File: config.mk
export PLATFORM = sky130hd
export DESIGN_NAME = pgsel_top
export DESIGN_NICKNAME = d
export VERILOG_FILES = /design/src/rtl/pgsel_pkg.sv /design/src/rtl/pgsel_decode.sv /design/src/rtl/pgsel_slots.sv /design/src/rtl/pgsel_top.sv
export SDC_FILE = /design/constraint.sdc
export NUM_CORES = 1
export LEC_CHECK = 0
export BUFFER_PORTS_ARGS = -buffer_cell sky130_fd_sc_hd__clkbuf_2
export CORE_MARGIN = 2
export CORE_UTILIZATION = 54
export DETAILED_ROUTE_END_ITERATION = 8
export PLACE_DENSITY = 0.81
export REMOVE_ABC_BUFFERS = 1
export SLEW_MARGIN = 20
export SYNTH_ARGS = -nofsm -noshare
export SYNTH_HDL_FRONTEND = slang
export SYNTH_HIERARCHICAL = 1
export SYNTH_SLANG_ARGS = --single-unit
File: constraint.sdc
create_clock -name clk -period 1.9 [get_ports clk]
set_input_delay 0.38 -clock clk [delete_from_list [all_inputs] [get_ports clk]]
set_output_delay 0.38 -clock clk [all_outputs]
set_load 0.01 [all_outputs]
File: src/rtl/pgsel_pkg.sv
package pgsel_pkg;

    // Geometry of the control byte and the save area
    localparam int DATA_W   = 8;
    localparam int PAGE_W   = 3;
    localparam int SLOT_CNT = 4;
    localparam int SLOT_W   = $clog2(SLOT_CNT);
    localparam int OP_W     = 2;

    // Field positions inside the control byte
    localparam int PAGE_LSB = 0;
    localparam int SEL_LSB  = 4;
    localparam int OP_LSB   = 6;

    typedef enum logic [OP_W-1:0] {
        OP_LOAD_A  = 2'b00,
        OP_LOAD_B  = 2'b01,
        OP_SAVE    = 2'b10,
        OP_RESTORE = 2'b11
    } pg_op_e;

    typedef struct packed {
        pg_op_e              op;
        logic [SLOT_W-1:0]   sel;
        logic [PAGE_W-1:0]   page;
    } pg_cmd_t;

    // Split a control byte into its fields
    function automatic pg_cmd_t unpack_cmd(input logic [DATA_W-1:0] b);
        pg_cmd_t c;
        c.op   = pg_op_e'(b[OP_LSB +: OP_W]);
        c.sel  = b[SEL_LSB +: SLOT_W];
        c.page = b[PAGE_LSB +: PAGE_W];
        return c;
    endfunction

    // Place a page value into a readback byte, zeros elsewhere
    function automatic logic [DATA_W-1:0] pack_readback(input logic [PAGE_W-1:0] p);
        logic [DATA_W-1:0] r;
        r = '0;
        r[PAGE_LSB +: PAGE_W] = p;
        return r;
    endfunction

endpackage

File: src/rtl/pgsel_decode.sv
module pgsel_decode
    import pgsel_pkg::*;
(
    input  logic                wr_en,
    input  logic [DATA_W-1:0]   wr_data,
    output logic [SLOT_CNT-1:0] save_vec,
    output logic                restore_en,
    output logic                load_en,
    output logic [SLOT_W-1:0]   sel,
    output logic [PAGE_W-1:0]   new_page
);

    pg_cmd_t cmd;

    always_comb begin
        cmd        = unpack_cmd(wr_data);
        sel        = cmd.sel;
        new_page   = cmd.page;
        restore_en = 1'b0;
        load_en    = 1'b0;
        save_vec   = '0;
        if (wr_en) begin
            unique case (cmd.op)
                OP_LOAD_A, OP_LOAD_B: load_en = 1'b1;
                OP_SAVE: begin
                    load_en            = 1'b1;
                    save_vec[cmd.sel]  = 1'b1;
                end
                OP_RESTORE: restore_en = 1'b1;
                default: ;
            endcase
        end
    end

endmodule

File: src/rtl/pgsel_slots.sv
module pgsel_slots
    import pgsel_pkg::*;
(
    input  logic                clk,
    input  logic                rst,
    input  logic [SLOT_CNT-1:0] save_vec,
    input  logic [PAGE_W-1:0]   save_val,
    input  logic [SLOT_W-1:0]   rd_sel,
    output logic [PAGE_W-1:0]   rd_val
);

    logic [PAGE_W-1:0] slot_q [SLOT_CNT];

    for (genvar g = 0; g < SLOT_CNT; g++) begin : g_slot
        always_ff @(posedge clk) begin
            if (rst)
                slot_q[g] <= '0;
            else if (save_vec[g])
                slot_q[g] <= save_val;
        end
    end

    assign rd_val = slot_q[rd_sel];

endmodule

File: src/rtl/pgsel_top.sv
module pgsel_top
    import pgsel_pkg::*;
(
    input  logic              clk,
    input  logic              rst,
    input  logic              wr_en,
    input  logic [7:0]        wr_data,
    output logic [7:0]        rd_data,
    output logic [2:0]        page_o
);

    logic [SLOT_CNT-1:0] save_vec;
    logic                restore_en;
    logic                load_en;
    logic [SLOT_W-1:0]   sel;
    logic [PAGE_W-1:0]   new_page;
    logic [PAGE_W-1:0]   slot_val;
    logic [PAGE_W-1:0]   page_q;

    pgsel_decode u_decode (
        .wr_en      (wr_en),
        .wr_data    (wr_data),
        .save_vec   (save_vec),
        .restore_en (restore_en),
        .load_en    (load_en),
        .sel        (sel),
        .new_page   (new_page)
    );

    // Save captures the page held before this write
    pgsel_slots u_slots (
        .clk      (clk),
        .rst      (rst),
        .save_vec (save_vec),
        .save_val (page_q),
        .rd_sel   (sel),
        .rd_val   (slot_val)
    );

    always_ff @(posedge clk) begin
        if (rst)
            page_q <= '0;
        else if (restore_en)
            page_q <= slot_val;
        else if (load_en)
            page_q <= new_page;
    end

    assign page_o  = page_q;
    assign rd_data = pack_readback(page_q);

endmodule

==> impl_metrics.csv <==
group,metric,value,unit
floorplan,die_area,1940,µm²
setup_path,path_depth,1,
setup_path,crit_path_end_kind,"output port",
grt,antenna_found_initial,0,
power,leakagePower,0.432,nW
clock_network,cts-root-buf,"clkbuf_4",
yosys,synth_edf_count,12,
floorplan,initial_core_util,57.6,%
placed_design,place.gp.congestion,0.737,
yosys,synth_seq_cells,15,
setup_path,r2r_cells,3,
clock_network,cts-buffers-inserted,3,
clock_network,cts_tree,"done",
worst_hold_path,hold_path_class,"input pin to flip-flop",
drt,first_pass_iters,4,
cells_and_area,stdcell_count,92,
worst_hold_path,hold_start,"wr_data[0]",
cells_and_area,fillers,135,
yosys,syn_avg_cell_area,13.1,µm²
yosys,ys.flop_type,"edfxtp_1",
sta,max_slew.worst_pin.slew,563,ps
floorplan,coreArea,1510,µm²
drt,vias_per_cell,5.57,
setup_path,required,1520,ps
yosys,yosysTopAreaCellShare,41.6,%
grt,grt_max_degree,20,
yosys,synthArstFlopShare,0,%
floorplan,die_w,44.1,µm
clock_network,cts_sinks,15,
yosys,syn_inst,66,
setup_path,cpPeakStageDelay,490,ps
drt,wirelength,1400,µm
sta,setup-tns-final,0,ps
sta,fin_crit_sh,71.0,%
drt,ant_nets,0,
clock_network,cts_resized,0,
yosys,ys_types,18,
drt,drtIter0Drc,6,
floorplan,pin_count,22,
setup_path,crit_end,"page_o[0]",
flow_run,maxCapViolCount,0,
yosys,synth_area_leader_cell,"edfxtp_1",
sta,fmax,741,MHz
clock_network,htree_levels,1,
outcome,status,"finished clean",
yosys,yosysMostFrequentCell,"buf_4",
grt,grt_pass1_vias,480,
placed_design,portBuffers,15,
sta,setup_viol,0,
grt,overflow,0,
cells_and_area,antenna_cells,0,
clock_network,clk_pin_slew,80,ps
clock_network,post_cts_buffers,0,
sta,slew_viol_final,0,
setup_path,critPathLaunch,"page_o[0]$_SDFFE_PP0P_",
setup_path,critPathArrivalTime,970,ps
setup_path,crit_chain,"clkbuf_2",
grt,grt_util_all_layers,17.3,%
sta,final.min_clock_period,1350,ps
sta,fin_ws,551,ps
drt,drc_errors,0,
drt,wire_per_inst,15.2,µm
cells_and_area,area_delta_synth_final,4.91,%
yosys,yosysWarningCount,6,
power,powerDensity,711,nW/µm²
placed_design,post-dp-hpwl,1010,µm
cells_and_area,final_core_util,60.4,%
power,vdd_drop_max,0.413,mV
setup_path,crit_fanout,7,
cells_and_area,drive_gt1_share,34.2,%
floorplan,rows,14,
sta,rsz0062_at_grt,"no",
clock_network,insertion_delay,290,ps
setup_path,worst-setup-path-type,"flip-flop to output port",
sta,slew_headroom,62.0,%
setup_path,r2r_start,"u_slots/slot_q[1][0]$_SDFFCE_PN0P_",
placed_design,dp_slack,321,ps
setup_path,crit_family,"flip-flops",
clock_network,hold_buffers,0,
power,total_power,0.000646,W
setup_path,r2r_end,"page_o[0]$_SDFFE_PP0P_",
cells_and_area,final_nets,88,
yosys,synthTopCellsByArea,"edfxtp_1 (42%), and3b_1 (12%), buf_4 (11%)",
clock_network,cts_buffer_depth,2,
placed_design,placed_cells_incl_taps,88,
yosys,synth_area,867,µm²
grt,grt_pass1_wl,2250,µm
setup_path,critPathBufInv,1,
setup_path,startpoint_type,"flip-flop",
sta,fin_skew,1.59,ps
floorplan,die_h,44.1,µm
drt,vias,512,
setup_path,r2r_slack,680,ps
sta,hold_violations,0,
yosys,ys_seq_area_share,48.5,%
setup_path,cp_slowest_cell,"dfxtp_1",
yosys,synth_common_cells,"buf_4 (13), and3b_1 (12), edfxtp_1 (12), or2_2 (4)",
[where the power goes]
part           internal (W)  switching (W)
clock             0.0000818       0.000102
sequential         0.000369      0.0000134
combinational     0.0000389      0.0000409
total              0.000490       0.000157
[worst min-delay path by stage]
stage	endpoint	depth (start not counted)
floorplan	page_o[0]$_SDFFE_PP0P_	1
global placement	page_o[1]$_SDFFE_PP0P_	2
detailed placement	page_o[2]$_SDFFE_PP0P_	2
CTS	page_o[0]$_SDFFE_PP0P_	3
global route	page_o[2]$_SDFFE_PP0P_	3
finish	page_o[0]$_SDFFE_PP0P_	3
[final cells by class]
type                            instances  area [µm²]  share of cell area, %
Clock buffer                            4        26.3                   2.89
Timing Repair Buffer                   16        82.6                   9.08
Inverter                                1        3.75                  0.413
Tap cell                               16        20.0                   2.20
Sequential cell                        15         420                   46.2
Multi-Input combinational cell         40         357                   39.2
[cells by family after synthesis]
family / after synthesis / share of synthesized area [%]
simple gates: 25 / 22.9
flops: 15 / 48.5
buf+inv: 15 / 12.1
mux: 6 / 12.6
compound gates: 4 / 3.46
other cells: 1 / 0.432
[flip-flops by register name, summed over array words and instances (netlist names)]
signal	cells
page_o	3
u_slots/slot_q	12
[per-layer routing]
metal / share of wire [%] / wire length [µm] / track usage [%]
met5: 0 / 0 / 0
met4: 2.9 / 41 / 12.7
met3: 5.4 / 75 / 2.45
met1: 42 / 587 / 21.4
met2: 50 / 695 / 27.6
[metrics by stage]
step                instance area [µm²]  hold WS, ps
global placement                    883          639
floorplan                           781          453
global route                        910          445
CTS                                 910          411
detailed placement                  883          654
finish                              910          405
[layout by cell type (no fill, tap or decap)]
master and n:
and3b_1 12, or2_2 4, clkbuf_4 3, and4bb_2 1, nor2b_1 3, clkbuf_2 15
and3_2 1, nand2_2 1, nor4_1 1, a21boi_0 1, inv_1 1, buf_4 1
nor4b_1 2, edfxtp_1 12, a211oi_1 3, dfxtp_1 3, mux4_1 3, mux2i_1 3
clkbuf_1 1, conb_1 5
(Power assumes the default switching activity.)
